$ cat src/rtl/gr_pkg.sv
package gr_pkg;

  typedef enum logic [1:0] {
    CS_IDLE = 2'd0,
    CS_WAIT = 2'd1,
    CS_HOLD = 2'd2
  } coarse_st_e;

  typedef enum logic [1:0] {
    FS_IDLE   = 2'd0,
    FS_SETTLE = 2'd1,
    FS_BUSY   = 2'd2
  } fine_st_e;

endpackage

$ cat src/rtl/gr_gain_enc.sv
module gr_gain_enc #(
  parameter int CRS_W   = 10,
  parameter int EXP_W   = 4,
  parameter int MAX_EXP = 8
) (
  input  logic [CRS_W-1:0] code,
  output logic [EXP_W-1:0] exp_o
);

  logic [CRS_W-1:0] mag;
  int               top_pos;
  logic             any_set;

  // magnitude of a two's complement code; the most negative value maps to 2^(CRS_W-1)
  always_comb begin
    mag = code[CRS_W-1] ? (~code + CRS_W'(1)) : code;
  end

  // position of the highest set bit in the magnitude
  always_comb begin
    top_pos = 0;
    any_set = 1'b0;
    for (int i = 0; i < CRS_W; i++) begin
      if (mag[i]) begin
        top_pos = i;
        any_set = 1'b1;
      end
    end
  end

  // larger magnitude means less gain; clamp to the available range
  always_comb begin
    if (!any_set) begin
      exp_o = EXP_W'(MAX_EXP);
    end else if (top_pos >= MAX_EXP) begin
      exp_o = '0;
    end else begin
      exp_o = EXP_W'(MAX_EXP - top_pos);
    end
  end


  always_comb begin
    gain_range_chk : assert (int'(exp_o) <= MAX_EXP);
  end

endmodule

$ cat src/rtl/gr_coarse_stage.sv
module gr_coarse_stage
  import gr_pkg::*;
#(
  parameter int CRS_W   = 10,
  parameter int EXP_W   = 4,
  parameter int MAX_EXP = 8
) (
  input  logic             clk,
  input  logic             rst_n,
  input  logic             sample_en,
  input  logic             crs_done,
  input  logic [CRS_W-1:0] crs_code,
  input  logic             take,
  output logic             crs_start,
  output logic             overrun,
  output logic             pend_valid,
  output logic [EXP_W-1:0] pend_exp
);

  coarse_st_e       st_q, st_d;
  logic             start_d, ovr_d, exp_en;
  logic [EXP_W-1:0] enc_exp;
  logic [EXP_W-1:0] exp_q;

  gr_gain_enc #(
    .CRS_W  (CRS_W),
    .EXP_W  (EXP_W),
    .MAX_EXP(MAX_EXP)
  ) u_enc (
    .code (crs_code),
    .exp_o(enc_exp)
  );

  always_comb begin
    st_d    = st_q;
    start_d = 1'b0;
    ovr_d   = 1'b0;
    exp_en  = 1'b0;
    case (st_q)
      CS_IDLE: begin
        if (sample_en) begin
          start_d = 1'b1;
          st_d    = CS_WAIT;
        end
      end
      CS_WAIT: begin
        ovr_d = sample_en;
        if (crs_done) begin
          exp_en = 1'b1;
          st_d   = CS_HOLD;
        end
      end
      CS_HOLD: begin
        ovr_d = sample_en;
        if (take) begin
          st_d = CS_IDLE;
        end
      end
      default: st_d = CS_IDLE;
    endcase
  end

  always_ff @(posedge clk or negedge rst_n) begin
    if (!rst_n) begin
      st_q      <= CS_IDLE;
      crs_start <= 1'b0;
      overrun   <= 1'b0;
    end else begin
      st_q      <= st_d;
      crs_start <= start_d;
      overrun   <= ovr_d;
    end
  end

  always_ff @(posedge clk or negedge rst_n) begin
    if (!rst_n) begin
      exp_q <= '0;
    end else if (exp_en) begin
      exp_q <= enc_exp;
    end
  end

  assign pend_valid = (st_q == CS_HOLD);
  assign pend_exp   = exp_q;


  crs_start_pulse_chk : assert property (@(posedge clk) disable iff (!rst_n)
    crs_start |=> !crs_start);


  overrun_excl_chk : assert property (@(posedge clk) disable iff (!rst_n)
    overrun |-> !crs_start);


  stray_crs_done_chk : assert property (@(posedge clk) disable iff (!rst_n)
    (st_q == CS_IDLE) && crs_done && !sample_en |=> !pend_valid);

endmodule

$ cat src/rtl/gr_fine_stage.sv
module gr_fine_stage
  import gr_pkg::*;
#(
  parameter int FIN_W = 12,
  parameter int EXP_W = 4,
  localparam int OUT_W = FIN_W + EXP_W
) (
  input  logic             clk,
  input  logic             rst_n,
  input  logic             pend_valid,
  input  logic [EXP_W-1:0] pend_exp,
  input  logic             fin_done,
  input  logic [FIN_W-1:0] fin_code,
  output logic             take,
  output logic [EXP_W-1:0] gain_exp,
  output logic             fin_start,
  output logic             out_valid,
  output logic [OUT_W-1:0] out_word
);

  fine_st_e st_q, st_d;
  logic     start_d, valid_d, gain_en, word_en;

  always_comb begin
    st_d    = st_q;
    start_d = 1'b0;
    valid_d = 1'b0;
    gain_en = 1'b0;
    word_en = 1'b0;
    case (st_q)
      FS_IDLE: begin
        if (pend_valid) begin
          gain_en = 1'b1;
          st_d    = FS_SETTLE;
        end
      end
      FS_SETTLE: begin
        start_d = 1'b1;
        st_d    = FS_BUSY;
      end
      FS_BUSY: begin
        if (fin_done) begin
          valid_d = 1'b1;
          word_en = 1'b1;
          st_d    = FS_IDLE;
        end
      end
      default: st_d = FS_IDLE;
    endcase
  end

  assign take = gain_en;

  always_ff @(posedge clk or negedge rst_n) begin
    if (!rst_n) begin
      st_q      <= FS_IDLE;
      fin_start <= 1'b0;
      out_valid <= 1'b0;
    end else begin
      st_q      <= st_d;
      fin_start <= start_d;
      out_valid <= valid_d;
    end
  end

  always_ff @(posedge clk or negedge rst_n) begin
    if (!rst_n) begin
      gain_exp <= '0;
    end else if (gain_en) begin
      gain_exp <= pend_exp;
    end
  end

  // the amplifier setting is still the one this sample was converted at
  always_ff @(posedge clk or negedge rst_n) begin
    if (!rst_n) begin
      out_word <= '0;
    end else if (word_en) begin
      out_word <= {gain_exp, fin_code};
    end
  end


  gain_hold_chk : assert property (@(posedge clk) disable iff (!rst_n)
    (st_q != FS_IDLE) |=> $stable(gain_exp));


  fin_start_pulse_chk : assert property (@(posedge clk) disable iff (!rst_n)
    fin_start |=> !fin_start);


  out_valid_pulse_chk : assert property (@(posedge clk) disable iff (!rst_n)
    out_valid |=> !out_valid);


  stray_fin_done_chk : assert property (@(posedge clk) disable iff (!rst_n)
    (st_q != FS_BUSY) && fin_done |=> !out_valid);

endmodule

$ cat src/rtl/gain_ranging_seq.sv
module gain_ranging_seq #(
  parameter int CRS_W   = 10,
  parameter int FIN_W   = 12,
  parameter int EXP_W   = 4,
  parameter int MAX_EXP = 8,
  localparam int OUT_W  = FIN_W + EXP_W
) (
  input  logic             clk,
  input  logic             rst_n,
  input  logic             sample_en,
  output logic             crs_start,
  input  logic             crs_done,
  input  logic [CRS_W-1:0] crs_code,
  output logic [EXP_W-1:0] gain_exp,
  output logic             fin_start,
  input  logic             fin_done,
  input  logic [FIN_W-1:0] fin_code,
  output logic             out_valid,
  output logic [OUT_W-1:0] out_word,
  output logic             overrun
);

  logic             pend_valid;
  logic [EXP_W-1:0] pend_exp;
  logic             take;

  gr_coarse_stage #(
    .CRS_W  (CRS_W),
    .EXP_W  (EXP_W),
    .MAX_EXP(MAX_EXP)
  ) u_coarse (
    .clk       (clk),
    .rst_n     (rst_n),
    .sample_en (sample_en),
    .crs_done  (crs_done),
    .crs_code  (crs_code),
    .take      (take),
    .crs_start (crs_start),
    .overrun   (overrun),
    .pend_valid(pend_valid),
    .pend_exp  (pend_exp)
  );

  gr_fine_stage #(
    .FIN_W(FIN_W),
    .EXP_W(EXP_W)
  ) u_fine (
    .clk       (clk),
    .rst_n     (rst_n),
    .pend_valid(pend_valid),
    .pend_exp  (pend_exp),
    .fin_done  (fin_done),
    .fin_code  (fin_code),
    .take      (take),
    .gain_exp  (gain_exp),
    .fin_start (fin_start),
    .out_valid (out_valid),
    .out_word  (out_word)
  );


  reset_quiet_chk : assert property (@(posedge clk) disable iff (!rst_n)
    $rose(rst_n) |-> !crs_start && !fin_start && !out_valid && !overrun);

endmodule

$ cat config.mk
export PLATFORM = sky130hd
export DESIGN_NAME = gain_ranging_seq
export DESIGN_NICKNAME = d
export VERILOG_FILES = /design/src/rtl/gr_pkg.sv /design/src/rtl/gr_gain_enc.sv /design/src/rtl/gr_coarse_stage.sv /design/src/rtl/gr_fine_stage.sv /design/src/rtl/gain_ranging_seq.sv
export SDC_FILE = /design/constraint.sdc
export NUM_CORES = 1
export LEC_CHECK = 0
export BUFFER_PORTS_ARGS = -buffer_cell sky130_fd_sc_hd__buf_2
export CORE_UTILIZATION = 55
export DETAILED_ROUTE_END_ITERATION = 8
export GPL_TIMING_DRIVEN = 1
export PLACE_DENSITY = 0.84
export SLEW_MARGIN = 20
export SYNTH_ARGS = -nofsm -noshare
export SYNTH_HDL_FRONTEND = slang
export SYNTH_SLANG_ARGS = --single-unit
$ cat constraint.sdc
create_clock -name clk -period 3.6 [get_ports clk]
set_input_delay 0.36 -clock clk [delete_from_list [all_inputs] [get_ports clk]]
set_output_delay 0.36 -clock clk [all_outputs]
set_load 0.03 [all_outputs]
# ---- Word level (Yosys, flattened, before mapping)
# Cells that the tools add are included.
dict set report totals {
  regBits 32
  in_bits 27
  output_inout_bits 24
  elab_cells 66
}
dict set report op_classes {
  add_sub_neg 2
  n_lt_le_gt_ge 1
  n_eq_ne 9
  muxes 39
  bitwise 1
  n_reduce_logical 5
}
# operator n
set ops {}
lappend ops {{32-bit two-way mux} 8}
lappend ops {{32-bit by 5-bit greater-or-equal comparator with 1-bit output, second input constant} 1}
lappend ops {{1-bit two-way mux} 21}
lappend ops {{2-bit case mux with 3 select lines} 2}
lappend ops {{10-bit by 1-bit adder with 10-bit output, second input constant} 1}
lappend ops {{10-bit two-way mux} 1}
lappend ops {{2-bit two-way mux} 5}
lappend ops {{10-bit NOT} 1}
lappend ops {{4-bit two-way mux} 2}
lappend ops {{2-bit inequality test, second input constant} 4}
lappend ops {{2-bit by 1-bit == test with 1-bit output, second input constant} 2}
lappend ops {{2-bit == test, second input constant} 2}
lappend ops {{2-bit zero test} 2}
lappend ops {{4-bit subtractor, first input constant} 1}
lappend ops {{3-bit AND reduction} 1}
lappend ops {{2-bit by 1-bit inequality test with 1-bit output, second input constant} 1}
lappend ops {{2-bit AND reduction} 1}
lappend ops {{2-bit OR reduction} 1}

# ---- Depth between registers and ports, before layout
# Gate-level depths: netlist of the first run.
dict set report depth {
  ltp_word 15
  mapped_depth 12
  ltp_nobuf 11
}

# ---- Modules after synthesis
# From an unflattened synthesis of the first run, not the netlist that was laid out.
dict set report unflattened {
  hier_cells 152
  hier_area_um2 1868.0
}
# module n_inst cells_per_inst area_each_um2 seq_area_each_um2
set modules_own_cells {}
lappend modules_own_cells {gr_fine_stage 1 52 935.9 600.6}
lappend modules_own_cells {gr_gain_enc 1 72 556.8 0.0}
lappend modules_own_cells {gr_coarse_stage 1 28 375.4 200.2}

# ---- Worst setup path after synthesis of the first run
# Ideal clock, no wire load.
dict set report synth_path {
  path_kind {input -> register}
  start {in crs_code[2]}
  end {reg u_coarse.exp_q[1], in the netlist u_coarse.pend_exp[1]}
  setup_time_ns 0.122
  arrival_time_ns 2.348
  required_ns 3.478
  slack_ns 1.130
  stages 9
  n_path_buf 1
  path_cell_list {buf_6 -> or4_4 -> o21ai_0 -> a211oi_1 -> a311o_1 -> a32oi_2 -> ha_1 -> and3_1 -> a32o_1}
}
dict set report synth_between {
  elab_chain_cells 14
  elab_cells_between_ends 23
  cone_classes {add/sub (2); order compare (1); mux (19); bitwise (1)}
}
# element line
set synth_lines {}
lappend synth_lines {{start: declaration} gain_ranging_seq.sv:13} ;# input logic [CRS_W-1:0] crs_code,
lappend synth_lines {{10-bit NOT} gr_gain_enc.sv:16} ;# mag = code[CRS_W-1] ? (~code + CRS_W'(1)) : code;
lappend synth_lines {{10-bit by 1-bit adder with 10-bit output} gr_gain_enc.sv:16}
lappend synth_lines {{10-bit two-way mux *} gr_gain_enc.sv:16}
lappend synth_lines {{32-bit two-way mux (8 in series)} gr_gain_enc.sv:24} ;# if (mag[i]) begin
lappend synth_lines {{32-bit by 5-bit greater-or-equal comparator with 1-bit output or 4-bit subtractor (tied branches)} {gr_gain_enc.sv:35, gr_gain_enc.sv:38}}
lappend synth_lines {{4-bit two-way mux} gr_gain_enc.sv:35} ;# end else if (top_pos >= MAX_EXP) begin
lappend synth_lines {{4-bit two-way mux *} gr_gain_enc.sv:33} ;# if (!any_set) begin
lappend synth_lines {{end signal: assignment} gr_coarse_stage.sv:79} ;# exp_q <= enc_exp;
lappend synth_lines {{end: declaration} gr_coarse_stage.sv:23} ;# logic [EXP_W-1:0] exp_q;
# Every way passes the cells marked *; elsewhere a longest branch is shown, timed or not.
# A chain may end at the register's enable or synchronous reset.

# ---- Worst setup path in the final report of the first run
# Ends and elaborated chain as after synthesis.

==> results of run 1 <==
how the worst max path moves through the flow:
stage	from	endpoint	slack (ps)
after global placement	crs_code[2]	u_coarse.pend_exp[1]$_DFFE_PN0P_	970
after CTS	crs_code[2]	u_coarse.pend_exp[1]$_DFFE_PN0P_	1250
after global routing	crs_code[2]	u_coarse.pend_exp[1]$_DFFE_PN0P_	1050
final	crs_code[2]	u_coarse.pend_exp[1]$_DFFE_PN0P_	1240
after detailed placement	crs_code[2]	u_coarse.pend_exp[1]$_DFFE_PN0P_	920
after floorplan	crs_code[2]	u_coarse.pend_exp[1]$_DFFE_PN0P_	1130
through the flow:
stage | util, % | worst slack [ps]
6_report | 69.7 | 1240
5_1_grt | 69.7 | 1050
4_1_cts | 69.7 | 1250
3_5_place_dp | 67.2 | 921
3_3_place_gp | 67.2 | 970
2_1_floorplan | - | 1130
layout make-up:
cell class	instances	area, µm²
Fill cell	260	926
Multi-Input combinational cell	142	907
Sequential cell	32	801
Timing Repair Buffer	50	250
Tap cell	44	55.1
Clock buffer	6	41.3
Inverter	10	37.5
Clock inverter	2	35.0
flip-flops by register name (all words and copies together), names as in the netlist:
| name | flops |
|---|---|
| u_coarse.overrun | 1 |
| u_fine.out_valid | 1 |
| u_coarse.pend_exp | 4 |
| u_fine.gain_exp | 4 |
| u_fine.fin_start | 1 |
| u_coarse.crs_start | 1 |
| u_fine.st_q | 2 |
| u_coarse.st_q | 2 |
| u_fine.out_word | 16 |
Yosys cell counts, types with 2 or more instances:
cell                       number  area [µm²]
sky130_fd_sc_hd__nand2_1       56         210
sky130_fd_sc_hd__dfrtp_1       32         801
sky130_fd_sc_hd__inv_1          9        33.8
sky130_fd_sc_hd__ha_1           8         100
sky130_fd_sc_hd__clkbuf_1       6        22.5
sky130_fd_sc_hd__mux2_2         6        67.6
sky130_fd_sc_hd__a21oi_1        5        25.0
sky130_fd_sc_hd__nor2_1         5        18.8
sky130_fd_sc_hd__nand3_1        4        20.0
sky130_fd_sc_hd__nor2b_1        3        18.8
sky130_fd_sc_hd__nor3_1         3        15.0
sky130_fd_sc_hd__o21ai_0        3        15.0
sky130_fd_sc_hd__xnor2_1        3        26.3
sky130_fd_sc_hd__xor2_1         3        26.3
sky130_fd_sc_hd__a21boi_1       2        15.0
sky130_fd_sc_hd__a32o_1         2        20.0
sky130_fd_sc_hd__and2_1         2        12.5
sky130_fd_sc_hd__mux2i_1        2        20.0
sky130_fd_sc_hd__nand3b_1       2        15.0
sky130_fd_sc_hd__nor3b_1        2        15.0
sky130_fd_sc_hd__o211ai_1       2        15.0
sky130_fd_sc_hd__o21ai_1        2        10.0
sky130_fd_sc_hd__o221ai_1       2        17.5
sky130_fd_sc_hd__or2_2          2        12.5
report_power, final:
| part | total, mW | internal (mW) | switching [mW] |
|---|---|---|---|
| logic | 0.681 | 0.233 | 0.448 |
| clock network | 0.257 | 0.146 | 0.112 |
| registers | 0.589 | 0.509 | 0.0798 |
| total | 1.53 | 0.888 | 0.639 |
layer usage:
layer  share of wire [%]  global-route usage (%)  vias to the layer above  routed length, µm
met5                   0                       0                        -                  0
met4                 1.0                    6.12                        0                 34
met2                  49                    36.7                       40               1620
met1                  46                    26.8                      714               1520
met3                 4.7                    6.15                        5                157
li1                    -                       -                      756                  -
placed cells by master (no fill, tap or decap), types with 3 or more instances in the layout:
cell type,count
sky130_fd_sc_hd__buf_2,50
sky130_fd_sc_hd__nor3_1,3
sky130_fd_sc_hd__xnor2_1,3
sky130_fd_sc_hd__mux2_2,6
sky130_fd_sc_hd__nand3_1,4
sky130_fd_sc_hd__ha_1,8
sky130_fd_sc_hd__nor2b_1,3
sky130_fd_sc_hd__o21ai_0,3
sky130_fd_sc_hd__dfrtp_1,32
sky130_fd_sc_hd__clkbuf_4,5
sky130_fd_sc_hd__xor2_1,3
sky130_fd_sc_hd__a21oi_1,5
sky130_fd_sc_hd__nand2_1,56
sky130_fd_sc_hd__inv_1,9
sky130_fd_sc_hd__nor2_1,5
cells by family after synthesis:
group           Yosys count
fa+ha+maj                 8
compound gates           31
buf+inv                  18
flops                    32
mux                       8
simple gates             89
xor+xnor                  6
critical path, cell delays in order:
cell	delay [ps]
sky130_fd_sc_hd__buf_2	150
sky130_fd_sc_hd__nor4_2	530
sky130_fd_sc_hd__nand4_1	140
sky130_fd_sc_hd__and3b_1	180
sky130_fd_sc_hd__a21oi_1	390
sky130_fd_sc_hd__nand2_1	100
sky130_fd_sc_hd__ha_1	280
sky130_fd_sc_hd__and3_1	180
sky130_fd_sc_hd__a32o_1	240
==> results.json, run 1 <==
{
  "status": "finished, final reports clean",
  "final-hold-violation-count": 0,
  "initial_core_util_pct": 58.4,
  "postCtsSetupBuffers": 0,
  "ys_seq_elements": 32,
  "synth_cell_types": 50,
  "ctsRootBufferMaster": "sky130_fd_sc_hd__clkbuf_4",
  "ios": 51,
  "ctsHtreeMaxLevel": 2,
  "routability_driven_placement_congestion_ratio": 0.819,
  "first_pass_grt_wire_length_um": 5640,
  "synth_fa_ha_area_share_pct": 5.61,
  "peakVddDrop_uv": 343,
  "post-route-min-period_ps": 2360,
  "finalNetCount": 276,
  "sequential_element_share_of_the_synthesized_area_pct": 44.9,
  "clk_transition_reported_paths_ps": 100,
  "routed_wirelength_um": 3340,
  "synth-simple-area-share_pct": 23.8,
  "vias": 1515,
  "post_synth_inst_count": 192,
  "worst_pin_slew_ps": 695,
  "grt_pass1_vias": 1317,
  "synth_compound_area_share_pct": 13.6,
  "power.leakage_nw": 1.10,
  "synthesis.nets": 227,
  "startpoint_type": "input pin",
  "reg_to_reg_setup_timing_slack_ps": 1720,
  "holdBufCountCts": 0,
  "power.density_cell_area_nw_per_um2": 718,
  "ant_nets": 0,
  "area_delta_synth_final_pct": 19.3,
  "grt_setup_unrepaired": "false",
  "cp-end-kind": "register",
  "global_route.usage.total_pct": 21.6,
  "route.detailed.wl_per_inst_um": 11.7,
  "cts.path.max_buffers": 2,
  "final.hold.worst_slack_ps": 67.0,
  "tritoncts": "built",
  "number_of_vias_per_cell": 5.30,
  "die_h_um": 58.9,
  "setup_violations": 0,
  "synthesis.area_um2": 1780,
  "placedInstanceArea_um2": 2050,
  "fin_crit_sh_pct": 65.6,
  "power_after_layout_mw": 1.53,
  "setup.worst_path.class": "input pin to register",
  "dr.first_iter.drc_count": 33,
  "max_cap_viol_count": 0,
  "yosys-mux-area-fraction_pct": 4.91,
  "dominantRegCellSynth": "sky130_fd_sc_hd__dfrtp_1",
  "clkLatencyLatePin_ps": 310,
  "grt_start_max_net_pins": 33,
  "final_max_slew_viol_count": 0,
  "drt_pass1_iterations": 4,
  "ys.warnings.count": 0,
  "number_of_flops_mapped_to_enable_cells_by_yosys": 0,
  "synth_async_sr_flop_share_pct": 100,
  "cts_repair_resize_count": 0,
  "initial_antenna_violation_count": 0,
  "clock.fmax_mhz": 423,
  "gr-total-overflow": 0,
  "regToRegStartpoint": "u_fine.st_q[1]$_DFFE_PN0P_",
  "main_combinational_cell_family_by_area_after_synthesis": "simple AND/OR/NAND/NOR gates",
  "maximum_fanout_count_along_the_critical_path": 9,
  "numPortBuffers": 50,
  "final_layout_size_suffix_gt1_share_pct": 29.8,
  "fp-row-count": 20,
  "clock_skew_ps": 8.39,
  "die_w_um": 58.9,
  "post_synthesis_xor_xnor_area_fraction_pct": 2.95,
  "dp.cells": 278,
  "cts_made_buffers": 5,
  "drc": 0,
  "layoutNonFillerInstCount": 286,
  "synth.avg_cell_area_um2": 9.29,
  "slew_headroom_pct": 53.6,
  "clock_sink_count": 32,
  "critPathArrivalTime_ps": 2580,
  "floorplan.die_area_um2": 3470,
  "worst_r2r_path_depth": 4,
  "post-dp-hpwl_um": 2530,
  "finish.instance_area_um2": 2130,
  "worst-endpoint-required_ps": 3810,
  "core_area_um2": 3050,
  "num_antenna_cells": 0,
  "worst_hold_path_type": "input pin to async pin",
  "worstReg2RegEnd": "u_fine.out_word[9]$_DFFE_PN0P_",
  "setup-tns-final_ps": 0
}
Power figures use the tool's default switching activity.
==> run 2, diff against run 1 <==
- ABC_AREA: default -> 1
- CORE_UTILIZATION: 55 -> 46
- PLACE_DENSITY: 0.84 -> 0.75
- clock period: 3.6 -> 2.05 ns (I/O delays scaled with it)
==> results.json, run 2 <==
{
  "status": "finished, final reports clean",
  "tritoncts": "built",
  "path_common_cell": "sky130_fd_sc_hd__nand2_1",
  "synth_compound_area_share_pct": 4.26,
  "maximum_fanout_count_along_the_critical_path": 4,
  "power.density_cell_area_nw_per_um2": 1340,
  "power.leakage_nw": 1.31,
  "final_layout_size_suffix_gt1_share_pct": 25.2,
  "yosys-mux-area-fraction_pct": 0,
  "main_combinational_cell_family_by_area_after_synthesis": "simple AND/OR/NAND/NOR gates",
  "dominantRegCellSynth": "sky130_fd_sc_hd__dfrtp_1",
  "ys.warnings.count": 0,
  "routed_wirelength_um": 3290,
  "ant_nets": 0,
  "largest-register": "u_fine.out_word",
  "vias": 1586,
  "drc": 0,
  "largest_register_ffs": 16,
  "fp-row-count": 22,
  "max_cap_viol_count": 0,
  "grt_pass1_vias": 1423,
  "cpPeakStageDelay_ps": 230,
  "cp-end-kind": "register",
  "ctsRootBufferMaster": "sky130_fd_sc_hd__clkbuf_8",
  "number_of_vias_per_cell": 4.64,
  "post-route-min-period_ps": 1660,
  "die_w_um": 63.9,
  "worst_hold_path_type": "input pin to register",
  "synth.avg_cell_area_um2": 7.43,
  "ys_seq_elements": 32,
  "critPathArrivalTime_ps": 1820,
  "cts_made_buffers": 5,
  "die_h_um": 63.9,
  "number_of_flops_mapped_to_enable_cells_by_yosys": 0,
  "initial_antenna_violation_count": 0,
  "synth-simple-area-share_pct": 35.7,
  "setup-tns-final_ps": 0,
  "final-hold-violation-count": 0,
  "slew_headroom_pct": 55.7,
  "synth_cell_types": 22,
  "postCtsSetupBuffers": 0,
  "post_synth_inst_count": 237,
  "clock.fmax_mhz": 603,
  "clk_transition_reported_paths_ps": 70,
  "setup.worst_path.class": "input pin to register",
  "synthesis.nets": 272,
  "worst_pin_slew_ps": 664,
  "synthesis.area_um2": 1760,
  "ctsHtreeMaxLevel": 2,
  "setup_violations": 0,
  "synth.cells.most_frequent": "108 x sky130_fd_sc_hd__nand2_1, 32 x sky130_fd_sc_hd__dfrtp_1, 28 x sky130_fd_sc_hd__inv_1",
  "reg_to_reg_setup_timing_slack_ps": 710,
  "numPortBuffers": 50,
  "layout.cells.most_common": "sky130_fd_sc_hd__nand2_1",
  "clock_skew_ps": 7.35,
  "initial_core_util_pct": 48.1,
  "drt_pass1_iterations": 4,
  "cts_repair_resize_count": 0,
  "final_max_slew_viol_count": 0,
  "floorplan.die_area_um2": 4080,
  "worst-endpoint-required_ps": 2220,
  "post-dp-hpwl_um": 2500,
  "fin_crit_sh_pct": 80.9,
  "cpLargestDelayFamily": "simple AND/OR/NAND/NOR gates",
  "commonest_cells_after_routing_fill_and_taps_aside": "108 x sky130_fd_sc_hd__nand2_1, 50 x sky130_fd_sc_hd__buf_2, 32 x sky130_fd_sc_hd__dfrtp_1",
  "synth_top_cells_by_area": "sky130_fd_sc_hd__dfrtp_1 45%, sky130_fd_sc_hd__nand2_1 23%, sky130_fd_sc_hd__inv_1 6.0%",
  "route.detailed.wl_per_inst_um": 9.61,
  "post_synthesis_xor_xnor_area_fraction_pct": 0.995,
  "grt_start_max_net_pins": 33,
  "startpoint_type": "input pin",
  "peakVddDrop_uv": 511,
  "gr-total-overflow": 0,
  "synth.most_common_cell": "sky130_fd_sc_hd__nand2_1",
  "core_area_um2": 3660,
  "synth_async_sr_flop_share_pct": 100,
  "crit_chain": "buf_2, inv_1, ha_1, nand2_1, nand2_2, xor2_1, nand2_1, nand2_1, nand2_1, nand2_1, nand2_1, nand2_1, inv_1, ha_1, nand3_1, nand2_1, nand2_1, nand2_1",
  "synth_top_area_share_pct": 45.5,
  "first_pass_grt_wire_length_um": 5660,
  "ios": 51,
  "clock_sink_count": 32,
  "synth_top_area_cell": "sky130_fd_sc_hd__dfrtp_1",
  "grt_setup_unrepaired": "false",
  "dr.first_iter.drc_count": 75,
  "global_route.usage.total_pct": 17.8,
  "finalNetCount": 328,
  "crit_slowest_cell": "sky130_fd_sc_hd__ha_1",
  "num_antenna_cells": 0,
  "clkLatencyLatePin_ps": 280,
  "cts.path.max_buffers": 2,
  "synth_fa_ha_area_share_pct": 5.69,
  "area_delta_synth_final_pct": 23.5,
  "cp.buffers_inverters": 3,
  "routability_driven_placement_congestion_ratio": 0.889,
  "sequential_element_share_of_the_synthesized_area_pct": 45.5,
  "final.hold.worst_slack_ps": 126
}
## run 2: logic make-up after synthesis
| group | Yosys count |
|---|---|
| simple gates | 149 |
| flops | 32 |
| fa+ha+maj | 8 |
| buf+inv | 34 |
| compound gates | 12 |
| xor+xnor | 2 |
## run 2: final timing paths
kind,end,startpoint,cells after the start
min in group asynchronous,u_fine.out_word[8]$_DFFE_PN0P_,rst_n,2
worst max register to register,u_coarse.pend_exp[2]$_DFFE_PN0P_,u_coarse.st_q[1]$_DFFE_PN0P_,8
worst min-delay path,u_fine.out_word[6]$_DFFE_PN0P_,fin_code[6],3
worst max-delay path,u_coarse.pend_exp[2]$_DFFE_PN0P_,crs_code[0],18
max in group asynchronous,u_fine.out_word[13]$_DFFE_PN0P_,rst_n,2
worst min register to register,u_fine.gain_exp[1]$_DFFE_PN0P_,u_coarse.pend_exp[1]$_DFFE_PN0P_,2
## run 2: area by class of cell
cell class	instances	area [µm²]
inverters	31	118
clock inverters	2	35.0
well taps	48	60.1
multi-input cells	171	821
flip-flops and latches	32	801
repair buffers	52	268
fillers	340	1490
clock buffers	6	72.6
## run 2: layer usage
layer | routed length (µm) | GRT usage [%] | vias up | share of wire (%)
li1 | - | - | 835 | -
met1 | 1590 | 21.9 | 711 | 48
met2 | 1480 | 28.9 | 34 | 45
met3 | 153 | 5.00 | 6 | 4.7
met4 | 63 | 7.95 | 0 | 1.9
met5 | 0 | 0 | - | 0
## run 2: worst reg2reg max path, stage by stage (launching register included)
cell and delay [ps]:
sky130_fd_sc_hd__dfrtp_1 380, sky130_fd_sc_hd__inv_1 140, sky130_fd_sc_hd__ha_1 190, sky130_fd_sc_hd__nand2_1 150, sky130_fd_sc_hd__inv_1 110, sky130_fd_sc_hd__nand2_1 70
sky130_fd_sc_hd__a21oi_2 130, sky130_fd_sc_hd__nand2_1 70, sky130_fd_sc_hd__nand2_1 60
## run 2: timing repair
action	4_1_cts	5_1_grt
endpoints found under the setup margin	0	0
hold buffers	1	0
endpoints found under the hold margin	32	0
## run 2: where the power goes
| group | switching (mW) | total, mW | internal, mW |
|---|---|---|---|
| clock | 0.219 | 0.579 | 0.360 |
| sequential | 0.142 | 1.05 | 0.911 |
| combinational | 0.897 | 1.28 | 0.386 |
## run 2: per-stage QoR
stage	power [mW]	instances	instance area, µm²	setup slack [ps]	util, %
finish	2.92	342	2170	391	59.4
global route	3.13	342	2170	132	59.4
CTS	2.95	342	2170	396	59.4
detailed placement	2.36	333	2060	109	56.2
global placement	2.33	333	2060	158	56.2
floorplan	1.99	237	1760	370	-
